==> config.mk <==
export PLATFORM = sky130hd
export DESIGN_NAME = gpio_banked_ctrl
export DESIGN_NICKNAME = d
export VERILOG_FILES = /design/src/rtl/gpio_pkg.sv /design/src/rtl/gpio_sync.sv /design/src/rtl/gpio_edge.sv /design/src/rtl/gpio_bank.sv /design/src/rtl/gpio_banked_ctrl.sv
export SDC_FILE = /design/constraint.sdc
export NUM_CORES = 1
export LEC_CHECK = 0
export BUFFER_PORTS_ARGS = -buffer_cell sky130_fd_sc_hd__clkbuf_2
export CAP_MARGIN = 10
export CELL_PAD_IN_SITES_DETAIL_PLACEMENT = 1
export CELL_PAD_IN_SITES_GLOBAL_PLACEMENT = 1
export CORE_ASPECT_RATIO = 1.2
export CORE_MARGIN = 4
export CORE_UTILIZATION = 47
export DETAILED_ROUTE_END_ITERATION = 7
export PLACE_DENSITY_LB_ADDON = 0.1
export SETUP_SLACK_MARGIN = 0.3
export SYNTH_ARGS = -nofsm -noshare
export SYNTH_HDL_FRONTEND = slang
export SYNTH_HIERARCHICAL = 1
export SYNTH_SLANG_ARGS = --single-unit
==> constraint.sdc <==
create_clock -name clk -period 6.7 [get_ports clk]
set_input_delay 1.34 -clock clk [delete_from_list [all_inputs] [get_ports clk]]
set_output_delay 1.34 -clock clk [all_outputs]
set_load 0.02 [all_outputs]
==> src/rtl/gpio_pkg.sv <==
// Shared definitions for the banked GPIO controller.
// Assumes each bank decodes a 4-bit word index taken from its local offset.
package gpio_pkg;

    localparam int WORDS_PER_BANK = 10;
    localparam int IDX_W          = 4;

    // Word order inside a bank; status is the last word.
    typedef enum logic [IDX_W-1:0] {
        W_DIR  = 4'd0,
        W_OUT  = 4'd1,
        W_SET  = 4'd2,
        W_CLR  = 4'd3,
        W_IN   = 4'd4,
        W_RSET = 4'd5,
        W_RCLR = 4'd6,
        W_FSET = 4'd7,
        W_FCLR = 4'd8,
        W_STAT = 4'd9
    } word_e;

endpackage

==> src/rtl/gpio_sync.sv <==
// Two-flop synchronizer for a vector of asynchronous pin levels.
// Assumes each bit is independent; no multi-bit coherence is implied.
module gpio_sync #(
    parameter int W = 32
) (
    input  logic         clk,
    input  logic         rst_n,
    input  logic [W-1:0] d,
    output logic [W-1:0] q
);

    logic [W-1:0] meta_q;
    logic [W-1:0] sync_q;

    // Shift the pin levels through two flops.
    always_ff @(posedge clk) begin
        if (!rst_n) begin
            meta_q <= '0;
            sync_q <= '0;
        end else begin
            meta_q <= d;
            sync_q <= meta_q;
        end
    end

    assign q = sync_q;

endmodule

==> src/rtl/gpio_edge.sv <==
// Edge detector: compares the synchronized level with its value one cycle ago.
// Assumes lvl is already synchronous to clk.
module gpio_edge #(
    parameter int W = 32
) (
    input  logic         clk,
    input  logic         rst_n,
    input  logic [W-1:0] lvl,
    output logic [W-1:0] rise,
    output logic [W-1:0] fall
);

    logic [W-1:0] prev_q;

    // Remember last cycle's level.
    always_ff @(posedge clk) begin
        if (!rst_n) begin
            prev_q <= '0;
        end else begin
            prev_q <= lvl;
        end
    end

    assign rise = lvl & ~prev_q;
    assign fall = ~lvl & prev_q;

endmodule

==> src/rtl/gpio_bank.sv <==
// One bank of GPIO registers: direction, output data with set/clear aliases,
// synchronized input, rising/falling enables and write-one-to-clear status.
// Assumes wr_en is already qualified by the bank's address decode and that
// idx is in the range 0..9.
module gpio_bank
    import gpio_pkg::*;
#(
    parameter int W = 32
) (
    input  logic             clk,
    input  logic             rst_n,
    input  logic             wr_en,
    input  logic [IDX_W-1:0] idx,
    input  logic [W-1:0]     wdata,
    output logic [W-1:0]     rdata,
    input  logic [W-1:0]     pin_in,
    output logic [W-1:0]     pin_out,
    output logic [W-1:0]     pin_oe,
    output logic [W-1:0]     irq
);

    logic [W-1:0] lvl;
    logic [W-1:0] rise;
    logic [W-1:0] fall;
    logic [W-1:0] dir_q;
    logic [W-1:0] out_q;
    logic [W-1:0] ren_q;
    logic [W-1:0] fen_q;
    logic [W-1:0] stat_q;
    logic [W-1:0] events;
    logic [W-1:0] stat_clr;
    logic         wr_dir, wr_out, wr_set, wr_clr;
    logic         wr_rset, wr_rclr, wr_fset, wr_fclr, wr_stat;

    gpio_sync #(.W(W)) u_sync (
        .clk   (clk),
        .rst_n (rst_n),
        .d     (pin_in),
        .q     (lvl)
    );

    gpio_edge #(.W(W)) u_edge (
        .clk   (clk),
        .rst_n (rst_n),
        .lvl   (lvl),
        .rise  (rise),
        .fall  (fall)
    );

    // Decode the write strobe into one strobe per word.
    always_comb begin
        wr_dir  = wr_en && (idx == W_DIR);
        wr_out  = wr_en && (idx == W_OUT);
        wr_set  = wr_en && (idx == W_SET);
        wr_clr  = wr_en && (idx == W_CLR);
        wr_rset = wr_en && (idx == W_RSET);
        wr_rclr = wr_en && (idx == W_RCLR);
        wr_fset = wr_en && (idx == W_FSET);
        wr_fclr = wr_en && (idx == W_FCLR);
        wr_stat = wr_en && (idx == W_STAT);
    end

    // Direction register; all pins start as inputs.
    always_ff @(posedge clk) begin
        if (!rst_n) begin
            dir_q <= '1;
        end else if (wr_dir) begin
            dir_q <= wdata;
        end
    end

    // Output data: plain write, or masked set / masked clear.
    always_ff @(posedge clk) begin
        if (!rst_n) begin
            out_q <= '0;
        end else if (wr_out) begin
            out_q <= wdata;
        end else if (wr_set) begin
            out_q <= out_q | wdata;
        end else if (wr_clr) begin
            out_q <= out_q & ~wdata;
        end
    end

    // Rising-edge enables, changed only through their set/clear pair.
    always_ff @(posedge clk) begin
        if (!rst_n) begin
            ren_q <= '0;
        end else if (wr_rset) begin
            ren_q <= ren_q | wdata;
        end else if (wr_rclr) begin
            ren_q <= ren_q & ~wdata;
        end
    end

    // Falling-edge enables, changed only through their set/clear pair.
    always_ff @(posedge clk) begin
        if (!rst_n) begin
            fen_q <= '0;
        end else if (wr_fset) begin
            fen_q <= fen_q | wdata;
        end else if (wr_fclr) begin
            fen_q <= fen_q & ~wdata;
        end
    end

    // Qualify detected edges and form the status clear mask.
    always_comb begin
        events   = (rise & ren_q) | (fall & fen_q);
        stat_clr = wr_stat ? wdata : '0;
    end

    // Sticky status: a new event wins over a same-cycle clear.
    always_ff @(posedge clk) begin
        if (!rst_n) begin
            stat_q <= '0;
        end else begin
            stat_q <= (stat_q & ~stat_clr) | events;
        end
    end

    // Read mux; set/clear aliases return the register they modify.
    always_comb begin
        case (idx)
            W_DIR:                 rdata = dir_q;
            W_OUT, W_SET, W_CLR:   rdata = out_q;
            W_IN:                  rdata = lvl;
            W_RSET, W_RCLR:        rdata = ren_q;
            W_FSET, W_FCLR:        rdata = fen_q;
            W_STAT:                rdata = stat_q;
            default:               rdata = '0;
        endcase
    end

    assign pin_out = out_q;
    assign pin_oe  = ~dir_q;
    assign irq     = stat_q;

endmodule

==> src/rtl/gpio_banked_ctrl.sv <==
// Top of the banked GPIO controller: decodes the byte address into banks
// of ten words, instantiates one bank per group of BANK_W pins (the last
// one narrower when NUM_PINS is not a multiple) and merges read data.
// Assumes BASE_ADDR + NUM_BANKS*stride fits in ADDR_W bits.
module gpio_banked_ctrl
    import gpio_pkg::*;
#(
    parameter int NUM_PINS  = 71,
    parameter int BANK_W    = 32,
    parameter int ADDR_W    = 8,
    parameter int BASE_ADDR = 16
) (
    input  logic                clk,
    input  logic                rst_n,
    input  logic [ADDR_W-1:0]   addr,
    input  logic                wr_en,
    input  logic [BANK_W-1:0]   wdata,
    output logic [BANK_W-1:0]   rdata,
    input  logic [NUM_PINS-1:0] pin_in,
    output logic [NUM_PINS-1:0] pin_out,
    output logic [NUM_PINS-1:0] pin_oe,
    output logic [NUM_PINS-1:0] irq
);

    localparam int NUM_BANKS = (NUM_PINS + BANK_W - 1) / BANK_W;
    localparam int STRIDE    = WORDS_PER_BANK * 4;

    logic [BANK_W-1:0] bank_rd [NUM_BANKS];

    for (genvar b = 0; b < NUM_BANKS; b++) begin : g_bank
        localparam int LO    = b * BANK_W;
        localparam int BW    = (NUM_PINS - LO < BANK_W) ? (NUM_PINS - LO) : BANK_W;
        localparam logic [ADDR_W-1:0] BASE_V   = ADDR_W'(BASE_ADDR + b * STRIDE);
        localparam logic [ADDR_W-1:0] STRIDE_V = ADDR_W'(STRIDE);

        logic [ADDR_W-1:0] off;
        logic              hit;
        logic [IDX_W-1:0]  idx;
        logic [BW-1:0]     rd;

        // Local offset, bank hit and word index.
        always_comb begin
            off = addr - BASE_V;
            hit = (addr >= BASE_V) && (off < STRIDE_V);
            idx = IDX_W'(off >> 2);
        end

        gpio_bank #(.W(BW)) u_bank (
            .clk     (clk),
            .rst_n   (rst_n),
            .wr_en   (wr_en && hit),
            .idx     (idx),
            .wdata   (wdata[BW-1:0]),
            .rdata   (rd),
            .pin_in  (pin_in[LO+BW-1:LO]),
            .pin_out (pin_out[LO+BW-1:LO]),
            .pin_oe  (pin_oe[LO+BW-1:LO]),
            .irq     (irq[LO+BW-1:LO])
        );

        // Zero-extend this bank's read data and gate it by the hit.
        always_comb begin
            bank_rd[b] = hit ? BANK_W'(rd) : '0;
        end
    end

    // Merge bank read data; at most one bank hits.
    always_comb begin
        rdata = '0;
        for (int b = 0; b < NUM_BANKS; b++) begin
            rdata = rdata | bank_rd[b];
        end
    end

endmodule

Yosys cells after proc, flatten, opt, wreduce, memory -nomap -nowiden
Cells that the tools add are included.
{"block": "op_classes", "add_sub_neg": 3, "n_mul": 0, "div": 0, "magnitude_cmp": 6, "n_eq_ne": 27, "shifts": 0, "n_mux": 30, "n_bitwise": 55, "n_reduce_logical": 54}
{"cell": "$mux 32", "count": 18}
{"cell": "$and 32x32->32", "count": 16}
{"cell": "$or 32x32->32", "count": 12}
{"cell": "$pmux 32 s6", "count": 2}
{"cell": "$not 32->32", "count": 9}
{"cell": "$mux 7", "count": 9}
{"cell": "$and 7x7->7", "count": 8}
{"cell": "$eq 4x3->1 const B", "count": 12}
{"cell": "$pmux 7 s6", "count": 1}
{"cell": "$not 7->7", "count": 5}
{"cell": "$or 7x7->7", "count": 5}
{"cell": "$logic_and 1x1->1", "count": 33}
{"cell": "$eq 4x2->1 const B", "count": 6}
{"cell": "$eq 4x4->1 const B", "count": 6}
{"cell": "$lt 8x6->1 const B", "count": 3}
{"cell": "$eq 4x1->1 const B", "count": 3}
{"cell": "$logic_not 4->1", "count": 3}
{"cell": "$reduce_bool 2->1", "count": 6}
{"cell": "$reduce_or 2->1", "count": 6}
{"cell": "$reduce_bool 3->1", "count": 3}
{"cell": "$reduce_or 3->1", "count": 3}
{"cell": "$ge 8x5->1 const B", "count": 1}
{"cell": "$ge 8x6->1 const B", "count": 1}
{"cell": "$ge 8x7->1 const B", "count": 1}
{"cell": "other kinds (3)", "count": 3}
{"block": "totals", "ff_bits": 568, "latch_bits": 0, "ram_bits": 0, "romBits": 0, "input_bits": 114, "out_inout_bits": 245, "word_cells": 199, "n_memories": 0}

Depth between registers and ports, before layout
Gate-level depths: netlist of run 1.
{"block": "depth", "depth_word": 9, "mapped_depth": 14}

Hierarchy
Netlist of run 1, hierarchy kept.
{"mod": "gpio_bank (g_bank[0].u_bank ...)", "instances": 2, "cells_per_inst": 1018, "area_per_inst_um2": 8204.1, "seq_area_each_um2": 3203.1}
{"mod": "gpio_sync (g_bank[0].u_bank.u_sync ...)", "instances": 2, "cells_per_inst": 134, "area_per_inst_um2": 1791.7, "seq_area_each_um2": 1281.2}
{"mod": "gpio_edge (g_bank[0].u_bank.u_edge ...)", "instances": 2, "cells_per_inst": 131, "area_per_inst_um2": 1296.2, "seq_area_each_um2": 640.6}
{"mod": "gpio_bank (g_bank[2].u_bank)", "instances": 1, "cells_per_inst": 232, "area_per_inst_um2": 1870.5, "seq_area_each_um2": 700.7}
{"mod": "gpio_banked_ctrl", "instances": 1, "cells_per_inst": 79, "area_per_inst_um2": 699.4, "seq_area_each_um2": 0.0}
{"mod": "gpio_sync (g_bank[2].u_bank.u_sync)", "instances": 1, "cells_per_inst": 29, "area_per_inst_um2": 391.6, "seq_area_each_um2": 280.3}
{"mod": "gpio_edge (g_bank[2].u_bank.u_edge)", "instances": 1, "cells_per_inst": 28, "area_per_inst_um2": 271.5, "seq_area_each_um2": 140.1}

Worst setup path after synthesis of run 1
No wires, ideal clock.
{"block": "synth_timing", "path_type": "input to output", "startpoint": "in addr[4]", "endpoint": "out rdata[6]", "arrival_time_ns": 3.369, "required_ns": 5.360, "path_slack_ns": 1.991, "cell_stages": 8, "path_cell_list": "inv_1 > ha_1 > buf_2 > buf_2 > mux2_2 > a32oi_1 > nand4_1 > a221o_2"}
{"block": "synth_between", "elab_chain_cells": 7, "elab_cells_between_ends": 59, "cone_classes": "add/sub: 3; order compare: 6; eq/ne: 27; mux: 6; bitwise: 2; reduce/logical: 15"}
{"item": "from (decl)", "line": "gpio_banked_ctrl.sv:15", "source": "input logic [ADDR_W-1:0] addr,"}
{"item": "$sub 8x6->8 (*)", "line": "gpio_banked_ctrl.sv:43", "source": "off = addr - BASE_V;"}
{"item": "via g_bank[1].off[4]", "line": "gpio_banked_ctrl.sv:36", "source": "logic [ADDR_W-1:0] off;"}
{"item": "$eq 4x2->1 (tied with other cells)", "line": "gpio_bank.sv:124", "source": "case (idx)"}
{"item": "$reduce_or 3->1 or $reduce_or 2->1 (tied branches)", "line": "gpio_bank.sv:124"}
{"item": "$pmux 32 s6 (*)", "line": "gpio_bank.sv:124"}
{"item": "via g_bank[1].rd[6]", "line": "gpio_banked_ctrl.sv:39", "source": "logic [BW-1:0] rd;"}
{"item": "$mux 32 (*)", "line": "gpio_banked_ctrl.sv:63", "source": "bank_rd[b] = hit ? BANK_W'(rd) : '0;"}
{"item": "$or 32x32->32 (*) (2 in a row)", "line": "gpio_banked_ctrl.sv:71", "source": "rdata = rdata | bank_rd[b];"}
{"item": "to (decl)", "line": "gpio_banked_ctrl.sv:18", "source": "output logic [BANK_W-1:0] rdata,"}
The timed path passes the listed nets; every way through them passes the cells marked *.

Worst setup path in the final report of run 1
{"block": "layout_timing", "startpoint": "in addr[4]", "endpoint": "out rdata[28]"}
{"block": "layout_between", "elab_chain_cells": 7, "elab_cells_between_ends": 40, "cone_classes": "add/sub: 2; order compare: 4; eq/ne: 18; mux: 4; bitwise: 2; reduce/logical: 10"}
{"item": "$sub 8x5->8 (*)", "line": "gpio_banked_ctrl.sv:43"}
{"item": "via g_bank[0].off[4]", "line": "gpio_banked_ctrl.sv:36"}
{"item": "$eq 4x2->1 (tied with other cells)", "line": "gpio_bank.sv:124"}
{"item": "$reduce_or 3->1 or $reduce_or 2->1 (tied branches)", "line": "gpio_bank.sv:124"}
{"item": "$pmux 32 s6 (*)", "line": "gpio_bank.sv:124"}
{"item": "via g_bank[0].rd[28]", "line": "gpio_banked_ctrl.sv:39"}
{"item": "$mux 32 (*)", "line": "gpio_banked_ctrl.sv:63"}
{"item": "$or 32x32->32 (*) (2 in a row)", "line": "gpio_banked_ctrl.sv:71"}
Marks and branches as above.

==> metrics, run 1 <==
outcome finished, final reports clean; clk sink count 568; Largest delay share family, worst path buffers and inverters; Achievable Freq 179.1 MHz; post-route insts no fill between 3k and 4k; area of the core region between 50,000 and 60,000 um2; Post-Synthesis Mean Instance Area 8.799 um2; die outline area between 50,000 and 60,000 um2; chip width between 200 and 250 um; total length of routed wires 106,800 um; final hold violations 0; source-to-sink clock delay at the later pin of the worst-skew pair roughly 0.64 ns; number of antenna violations at the first check in global routing 5; Pint 5.632 mW; dominant register cell in the synthesized netlist dfxtp_1; proportion of synthesized flip-flops having asynchronous set or reset 0%; crit path launch type input port; hold buffers post-CTS 0; cell types occupying the most area after synthesis dfxtp_1 44%, and2_2 5.9%, o21ai_0 5.6%; number of synthesized register bits 568; via count of the routed design 25.53k; Final HPWL DP 69,990 um; # DRC 0; top-level I/O count 359; unrepaired setup endpoints after global routing no; path class of the lowest-slack min-delay path reg2reg; instance count of the mapped netlist 2,934; wire length per cell after detailed routing about 27 um; EDFF count, synth 0; sum of negative setup slack 0 ns; clock power share 44.8%; post-cts resize count 0; post-layout min period 5.585 ns; sequential share of power 45.8%; Seq/Total Area, Yosys 44.04%; # fillers roughly 6.3k; root buf cell clkbuf_16; die boundary height 264.7 um; max-slew violation count 0; cell type with the highest aggregate area in the netlist dfxtp_1; Combinational Power Share 9.5%; drt first pass iters 6; remaining antenna violation count after routing 0; Required @ worst endpoint 5.36 ns; warnings from Yosys 6; Util after Layout 55.62%; proportion of total power due to net switching between 20 and 30%; relative slew slack 18.74%; cell-by-cell listing of the critical path clkbuf_2, inv_1, ha_1, inv_1, buf_4, nor3_2, buf_4, a32oi_1, nand4_1, a22o_1, clkbuf_2; Netlist cell types 68; Final period util 83.35%; multi-input logic area around 13,000 um2; pin count of the biggest net entering global routing between 100 and 150; Least-Margin Pin Slew around 1.2 ns; count of buffers inserted at the top-level ports 358; via density per instance 6.521; CTS H-Tree Depth 2; number of standard-cell rows in the floorplan 93; total instance count after detailed placement 3,809; Critical Path Slowest Stage Cell nor3_2; first-pass GRT wire length roughly 160,000 um; Static Leak 12.42 nW; maximum buffer depth of the clock tree 3; count leader, synth dfxtp_1; final global-route overflow total 0; DRC violation total after the first TritonRoute iteration 2,907; Peak supply drop roughly 0.21 mV; max_cap viols 0; storage element area between 10,000 and 15,000 um2; final net count between 3k and 4k; fraction of final layout cells with drive strength greater than 1 around 25%; peak fanout along the critical path 18; GRT Util Overall 34.32%; critical path capture point type output port; starting density of the core 47.82%; list of most frequent post-synthesis cells 568 x dfxtp_1, 287 x o21ai_0, 263 x nand3_1; clock-pin transition on the worst setup and hold timing paths 0.06 ns; switching power summed over all nets 1.976 mW; TritonCTS clock tree built; via count of the first global-routing pass 25.96k; Crit Path Class in2out; routability-driven placement congestion ratio 0.9074; net count after synthesis approximately 3.1k; data arrival time of the critical path 4.24 ns; cell area after technology mapping 25,820 um2; share of Yosys cell area claimed by the top area cell type 44.04%; areal power density over the cells 253.4 nW/um2; critical path buffer and inverter count 6; TritonCTS buffer count 59; final setup violating endpoints 0; area growth from synthesis to final layout 16.32%; post-CTS repair timing setup buffer count 0; highest cell delay on the worst timing path 0.76 ns; Post-Route Skew around 0.015 ns
-- power groups by stage --
stage               Clock [mW]  Combinational, mW  Sequential [mW]
floorplan                    0              0.393             3.54
global placement             0              0.680             3.55
detailed placement           0              0.698             3.55
CTS                       3.44              0.701             3.48
global route              3.58              0.752             3.49
finish                    3.41              0.721             3.48
-- metal layers --
| metal | part of all wire [%] | wire, um | up-vias | global-route usage (%) |
|---|---|---|---|---|
| met3 | 7.7 | 8192 | 299 | 5.383 |
| met5 | 0 | 0 | - | 0 |
| met4 | 4.8 | 5125 | 0 | 15.66 |
| li1 | - | - | 11090 | - |
| met1 | 40 | 43220 | 12840 | 44.51 |
| met2 | 47 | 50310 | 1293 | 56.71 |
-- area by class of cell --
type | count | area share [%]
inverter | 83 | 1.037
clock buffer | 87 | 5.704
tap | 712 | 2.966
antenna | 2 | 0.01667
multi-input combinational | 2013 | 43.47
clock inverter | 17 | 0.8416
sequential | 568 | 37.86
timing repair buffer | 433 | 8.099
-- worst paths after layout --
check / from / end / slack [ns] / cells after the start
hold / removal: g_bank[1].u_bank/u_sync/meta_q[28]$_SDFF_PN0_ / g_bank[1].u_bank/u_sync/q[28]$_SDFF_PN0_ / 0.44 / 1
setup reg to reg: g_bank[1].u_bank/u_sync/q[4]$_SDFF_PN0_ / g_bank[1].u_bank/irq[4]$_SDFF_PN0_ / 5.71 / 3
hold reg to reg: g_bank[1].u_bank/u_sync/meta_q[28]$_SDFF_PN0_ / g_bank[1].u_bank/u_sync/q[28]$_SDFF_PN0_ / 0.44 / 1
setup / recovery: addr[4] / rdata[28] / 1.12 / 11
-- through the flow --
stage	cell area, um2	hold WS (ns)	total power [mW]	worst slack (ns)
global route	30030	0.4535	7.815	1.081
detailed placement	28060	0.4341	4.253	1.227
floorplan	25820	0.4263	3.934	1.991
global placement	28060	0.4283	4.232	1.346
finish	30030	0.4375	7.609	1.115
CTS	30030	0.4471	7.623	1.234
-- cells in the final DEF, fill, tap and decap left out, drive strengths merged, types with 25 or more instances in the layout --
cell type	synthesis	layout
buf	88	78
clkbuf	182	442
nor2b	219	219
a22o	25	25
dfxtp	568	568
a32o	71	71
a22oi	77	77
nand3	263	263
a32oi	69	69
a31oi	68	68
o21ai	315	315
a211oi	74	74
o21bai	64	64
a21oi	152	152
nor3b	44	44
inv	81	84
nand2	124	124
nand4	60	60
and2	224	224
-- cell families after synthesis --
group / count (synthesis) / synth area share [%]
compound gates: 954 / 24.37
xor+xnor: 7 / 0.2957
fa+ha+maj: 10 / 0.4846
buf+inv: 353 / 5.932
flops: 568 / 44.04
mux: 26 / 1.115
simple gates: 1016 / 23.76
(Power assumes the default switching activity.)
==> inputs of run 2 (changes only) <==
--- a/config.mk
+++ b/config.mk
@@ -11,7 +11,7 @@
 export CELL_PAD_IN_SITES_GLOBAL_PLACEMENT = 1
 export CORE_ASPECT_RATIO = 1.2
 export CORE_MARGIN = 4
-export CORE_UTILIZATION = 47
+export CORE_UTILIZATION = 39
 export DETAILED_ROUTE_END_ITERATION = 7
 export PLACE_DENSITY_LB_ADDON = 0.1
 export SETUP_SLACK_MARGIN = 0.3
==> constraint.sdc (replaced) <==
create_clock -name clk -period 5.1 [get_ports clk]
set_input_delay 1.02 -clock clk [delete_from_list [all_inputs] [get_ports clk]]
set_output_delay 1.02 -clock clk [all_outputs]
set_load 0.02 [all_outputs]
==> metrics, run 2 (synthesis gave the netlist of run 1 again) <==
outcome finished, final reports clean; areal power density over the cells 336.4 nW/um2 (+33%); TritonCTS buffer count 61 (+3.4%); post-CTS repair timing setup buffer count 0 (unchanged); clk sink count 568 (unchanged); via count of the routed design 25.11k (-1.7%); Static Leak 12.62 nW (+1.6%); Post-Route Skew 0.02319 ns (+0.008076 ns); Final HPWL DP 74,210 um (+6.0%); drt first pass iters 5 (-1); die outline area 70,390 um2 (+20%); critical path capture point type output port; Reg-to-Reg Start g_bank[2].u_bank/u_sync/q[2]$_SDFF_PN0_; routability-driven placement congestion ratio 0.8698 (-4.1%); final hold violations 0 (unchanged); path class of the lowest-slack min-delay path reg2reg; total instance count after detailed placement 3,955 (+3.8%); Critical Path Slowest Stage Cell buf_4; area of the core region 65,730 um2 (+22%); final setup violating endpoints 0 (unchanged); Largest delay share family, worst path buffers and inverters; worst min-delay path startpoint g_bank[0].u_bank/u_sync/meta_q[17]$_SDFF_PN0_; Least-Margin Pin Slew 1.104 ns (-0.1139 ns); highest cell delay on the worst timing path 0.43 ns (-0.33 ns); cell-by-cell listing of the critical path clkbuf_2, inv_1, ha_1, inv_1, buf_4, nor4b_4, buf_4, o21ai_0, nand4_1, a22o_1, clkbuf_2; remaining antenna violation count after routing 0 (unchanged); Worst Hold Path EP g_bank[0].u_bank/u_sync/q[17]$_SDFF_PN0_; most frequent cells in the layout 568 x dfxtp_1, 355 x clkbuf_2, 287 x o21ai_0; Peak supply drop 0.2198 mV (+3.4%); final global-route overflow total 0 (unchanged); first-pass GRT wire length 166,300 um (+4.0%); GRT Util Overall 30.00% (-4.3 points); setup slack, reg-to-reg 4.05 ns (-1.66 ns); via density per instance 6.168 (-5.4%); top-level I/O count 359 (unchanged); critical path buffer and inverter count 6 (unchanged); # DRC 0 (unchanged); total length of routed wires 110,500 um (+3.4%); sum of negative setup slack 0 ns (unchanged); R2R Path End g_bank[2].u_bank/irq[2]$_SDFF_PN0_; overall power 10.27 mW (+35%); final net count 3,302 (+0.61%); number of antenna violations at the first check in global routing 4 (-1); data arrival time of the critical path 3.65 ns (-0.59 ns); CTS H-Tree Depth 2 (unchanged); source-to-sink clock delay at the later pin of the worst-skew pair 0.63 ns (about the same); leading cell type in the layout, fill and taps excluded dfxtp_1; pin count of the biggest net entering global routing 171 (+39%); starting density of the core 39.28% (-8.5 points); Util after Layout 46.42% (-9.2 points); relative slew slack 26.15% (+7.4 points); Required @ worst endpoint 4.08 ns (-1.28 ns); post-layout min period 4.668 ns; Crit Path Class in2out; Achievable Freq 214.2 MHz; fraction of final layout cells with drive strength greater than 1 25.48% (+0.71 points); count of buffers inserted at the top-level ports 358 (unchanged); via count of the first global-routing pass 25.86k (-0.37%); crit path launch type input port; post-route insts no fill 4,071 (+4.0%); Final period util 91.53%; max_cap viols 0 (unchanged); Hold WS 0.4451 ns (+0.007552 ns); wire length per cell after detailed routing 27.14 um (-0.57%); TritonCTS clock tree built; chip width 242.9 um (+9.4%); clock-pin transition on the worst setup and hold timing paths 0.06 ns (about the same); hold buffers post-CTS 0 (unchanged); peak fanout along the critical path 34 (+16); DRC violation total after the first TritonRoute iteration 1,831 (-37%); maximum buffer depth of the clock tree 3 (unchanged); max-slew violation count 0 (unchanged); unrepaired setup endpoints after global routing no; instance count along the most critical hold path 1 (unchanged); area growth from synthesis to final layout 18.19%; root buf cell clkbuf_16; number of standard-cell rows in the floorplan 103 (+11%); number of cell instances on the worst register-to-register path 3 (unchanged); die boundary height 289.8 um (+9.5%)
[run 2: cell type report]
class                           count  area, um2
Antenna cell                        1      2.502
Clock buffer                       92       1856
Clock inverter                     23      269.0
Fill cell                        7647      35210
Inverter                           83      314.1
Multi-Input combinational cell   2013      13030
Sequential cell                   568      11370
Tap cell                          840       1051
Timing Repair Buffer              451       2618
[run 2: layer usage]
| layer | routed length (um) | share of wire (%) | GRT usage, % | up-vias |
|---|---|---|---|---|
| met4 | 4065 | 3.7 | 11.14 | 0 |
| met1 | 47770 | 43 | 39.72 | 12800 |
| met2 | 51990 | 47 | 49.42 | 945 |
| met5 | 0 | 0 | 0 | - |
| met3 | 6652 | 6.0 | 4.871 | 231 |
| li1 | - | - | - | 11130 |
[run 2: how the worst max path moves through the flow]
stage | start | slack [ns] | cells after the start | end
after global placement | addr[4] | 0.43 | 8 | rdata[17]
after CTS | addr[4] | 0.41 | 8 | rdata[30]
after global routing | addr[4] | 0.31 | 11 | rdata[13]
final | addr[4] | 0.43 | 11 | rdata[16]
after detailed placement | addr[3] | 0.37 | 11 | flip-flop
after floorplan | addr[4] | 1.03 | 8 | rdata[6]
[run 2: power by group]
group          switching, mW  internal [mW]  total (mW)
sequential            0.0585           4.52        4.58
combinational          0.677          0.283       0.961
clock                   1.93           2.80        4.73
[run 2: through the flow]
step / setup slack, ns / instance area (um2)
6_report: 0.4319 / 30510
5_1_grt: 0.3100 / 30510
4_1_cts: 0.4062 / 30510
3_5_place_dp: 0.3748 / 28380
3_3_place_gp: 0.4331 / 28380
2_1_floorplan: 1.031 / 25820
[run 2: timing repair]
item | in CTS | in global routing
endpoints found under the hold margin | 0 | 0
endpoints found under the setup margin | 0 | 1
resized for setup | 0 | 1
==> inputs of run 3 (changes only) <==
--- a/config.mk
+++ b/config.mk
@@ -13,9 +13,10 @@
 export CORE_MARGIN = 4
 export CORE_UTILIZATION = 39
 export DETAILED_ROUTE_END_ITERATION = 7
-export PLACE_DENSITY_LB_ADDON = 0.1
+export PLACE_DENSITY_LB_ADDON = 0.05
 export SETUP_SLACK_MARGIN = 0.3
 export SYNTH_ARGS = -nofsm -noshare
 export SYNTH_HDL_FRONTEND = slang
 export SYNTH_HIERARCHICAL = 1
 export SYNTH_SLANG_ARGS = --single-unit
+export TNS_END_PERCENT = 10
==> metrics, run 3 (synthesis gave the netlist of run 1 again) <==
number of cell instances on the worst register-to-register path 3 (unchanged); Combinational Power Share 9.5% (about the same); path class of the lowest-slack min-delay path reg2reg; peak fanout along the critical path 39 (+15%); sum of met3 wire segment lengths after detailed routing 6112 um (-8.1%); Reg-to-Reg Start g_bank[2].u_bank/u_sync/q[0]$_SDFF_PN0_; most frequent cells in the layout 568 x dfxtp_1, 355 x clkbuf_2, 287 x o21ai_0; met2 wire length 51,760 um (-0.44%); source-to-sink clock delay at the later pin of the worst-skew pair 0.60 ns (-0.03 ns); Least-Margin Pin Slew 1.158 ns (+0.05382 ns); Pint 7.588 mW (-0.20%); sequential share of power 44.4% (-0.2 points); clock power share 46.2% (about the same); number of standard-cell rows in the floorplan 103 (unchanged); wire length per cell after detailed routing 27.20 um (+0.24%); clock-pin transition on the worst setup and hold timing paths 0.06 ns (about the same); post-CTS repair timing setup buffer count 0 (unchanged); clk sink count 568 (unchanged); areal power density over the cells 337.4 nW/um2 (+0.28%); via count of the routed design 24.90k (-0.82%); first-pass GRT wire length 165,600 um (-0.40%); Peak supply drop 0.2874 mV (+31%); chip width 242.9 um (unchanged); Required @ worst endpoint 4.08 ns (about the same); pin count of the biggest net entering global routing 169 (-1.2%); critical path capture point type output port; starting density of the core 39.28% (unchanged); proportion of total power due to net switching 26.42% (+0.48 points); TritonCTS buffer count 66 (+8.2%); final hold violations 0 (unchanged); drt first pass iters 6 (+1); # DRC 0 (unchanged); total length of routed wires 110,800 um (+0.29%); crit path launch type input port; switching power summed over all nets 2.724 mW (+2.3%); GRT Util Overall 30.13% (+0.14 points); top-level I/O count 359 (unchanged); root buf cell clkbuf_16; max_cap viols 0 (unchanged); wire length on met1 48,920 um (+2.4%); Final period util 93.49% (+2.0 points); relative slew slack 22.83% (-3.3 points); post-layout min period 4.768 ns (+0.09980 ns); first element of the critical path addr[4]; fraction of final layout cells with drive strength greater than 1 25.40% (-0.077 points); Crit Path Class in2out; Hold WS 0.4414 ns (-0.003703 ns); die outline area 70,390 um2 (unchanged); area of the core region 65,730 um2 (unchanged); final net count 3,306 (+0.12%); R2R Path End g_bank[2].u_bank/irq[0]$_SDFF_PN0_; topmost layer with routed signal wires met4; Critical Path Sink rdata[12]; setup slack, reg-to-reg 4.11 ns (+0.06 ns); TritonCTS clock tree built; DRC violation total after the first TritonRoute iteration 1,809 (-1.2%); Post-Route Skew 0.01209 ns (-0.01110 ns); Static Leak 12.62 nW (about the same); final global-route overflow total 0 (unchanged); area growth from synthesis to final layout 18.39%; Final HPWL DP 73,670 um (-0.73%); final setup violating endpoints 0 (unchanged); leading cell type in the layout, fill and taps excluded dfxtp_1; max-slew violation count 0 (unchanged); via density per instance 6.114 (-0.87%); Achievable Freq 209.7 MHz (-2.1%); outcome finished, final reports clean; die boundary height 289.8 um (unchanged); number of antenna violations at the first check in global routing 4 (unchanged); data arrival time of the critical path 3.75 ns (+0.10 ns); CTS H-Tree Depth 3 (+1); unrepaired setup endpoints after global routing yes; remaining antenna violation count after routing 0 (unchanged); routability-driven placement congestion ratio 0.8844 (+1.7%); via count of the first global-routing pass 25.66k (-0.80%); maximum buffer depth of the clock tree 3 (unchanged); count of buffers inserted at the top-level ports 358 (unchanged); sum of negative setup slack 0 ns (unchanged)
-- run 3: cell types whose count changed in the layout (fill, tap and decap cells not counted), moves of 2 or more --
cell       before  now
buf_12          9   12
buf_4          86   81
bufinv_16       6    3
clkbuf_1       12   14
clkbuf_16      63   66
clkinv_2       18    9
diode_2         1    5
inv_6           1    7
-- run 3: critical path, cell delays in order --
cell and delay (ns):
clkbuf_2 0.11, inv_1 0.35, ha_1 0.31, inv_1 0.13
buf_12 0.24, nor4b_4 0.25, buf_4 0.39, o21ai_0 0.16
o211ai_1 0.30, a22o_1 0.27, clkbuf_2 0.18
-- run 3: area by class of cell --
cell class,count,area (um2)
multi-input combinational,2013,13040
antenna,5,12.51
inverter,83,314.1
timing repair buffer,450,2651
clock inverter,18,202.7
fill,7645,35160
clock buffer,96,1924
sequential,568,11370
tap,840,1051
-- run 3: routing by layer --
layer	up-vias	track usage, %
met5	-	0
met4	0	12.05
met3	226	3.660
met2	927	48.87
met1	12590	40.98
li1	11160	-
-- run 3: repair_timing --
item / 4_1_cts / 5_1_grt
gates cloned: 0 / 0
endpoints found under the setup margin: 5 / 18
gates resized for setup: 1 / 1
hold buffers: 0 / 0
hold endpoints to repair: 0 / 0
-- run 3: worst min path at each step --
stage                                                              from                                       end  slack [ns]  cells after the start
after floorplan            g_bank[0].u_bank/u_sync/meta_q[0]$_SDFF_PN0_   g_bank[0].u_bank/u_sync/q[0]$_SDFF_PN0_        0.43                      1
after global placement    g_bank[1].u_bank/u_sync/meta_q[21]$_SDFF_PN0_  g_bank[1].u_bank/u_sync/q[21]$_SDFF_PN0_        0.43                      1
after detailed placement  g_bank[0].u_bank/u_sync/meta_q[16]$_SDFF_PN0_  g_bank[0].u_bank/u_sync/q[16]$_SDFF_PN0_        0.43                      1
after CTS                  g_bank[0].u_bank/u_sync/meta_q[4]$_SDFF_PN0_   g_bank[0].u_bank/u_sync/q[4]$_SDFF_PN0_        0.45                      1
after global routing       g_bank[0].u_bank/u_sync/meta_q[4]$_SDFF_PN0_   g_bank[0].u_bank/u_sync/q[4]$_SDFF_PN0_        0.45                      1
final                      g_bank[0].u_bank/u_sync/meta_q[8]$_SDFF_PN0_   g_bank[0].u_bank/u_sync/q[8]$_SDFF_PN0_        0.44                      1
-- run 3: power groups by stage --
stage	clock, mW	combinational (mW)	sequential [mW]
final	4.76	0.976	4.57
after global routing	5.02	1.03	4.58
after CTS	4.84	0.963	4.57
after detailed placement	0	0.959	4.67
after global placement	0	0.943	4.67
after floorplan	0	0.517	4.65
-- run 3: stage by stage --
step	setup WS (ns)	area [um2]	utilization [%]	power, mW	instances
floorplan	1.031	25820	-	5.168	2934
global placement	0.3538	28420	43.24	5.611	3954
detailed placement	0.2266	28420	43.24	5.629	3954
CTS	0.3802	30550	46.48	10.38	4068
global route	0.2062	30560	46.50	10.63	4071
finish	0.3321	30560	46.50	10.31	4073
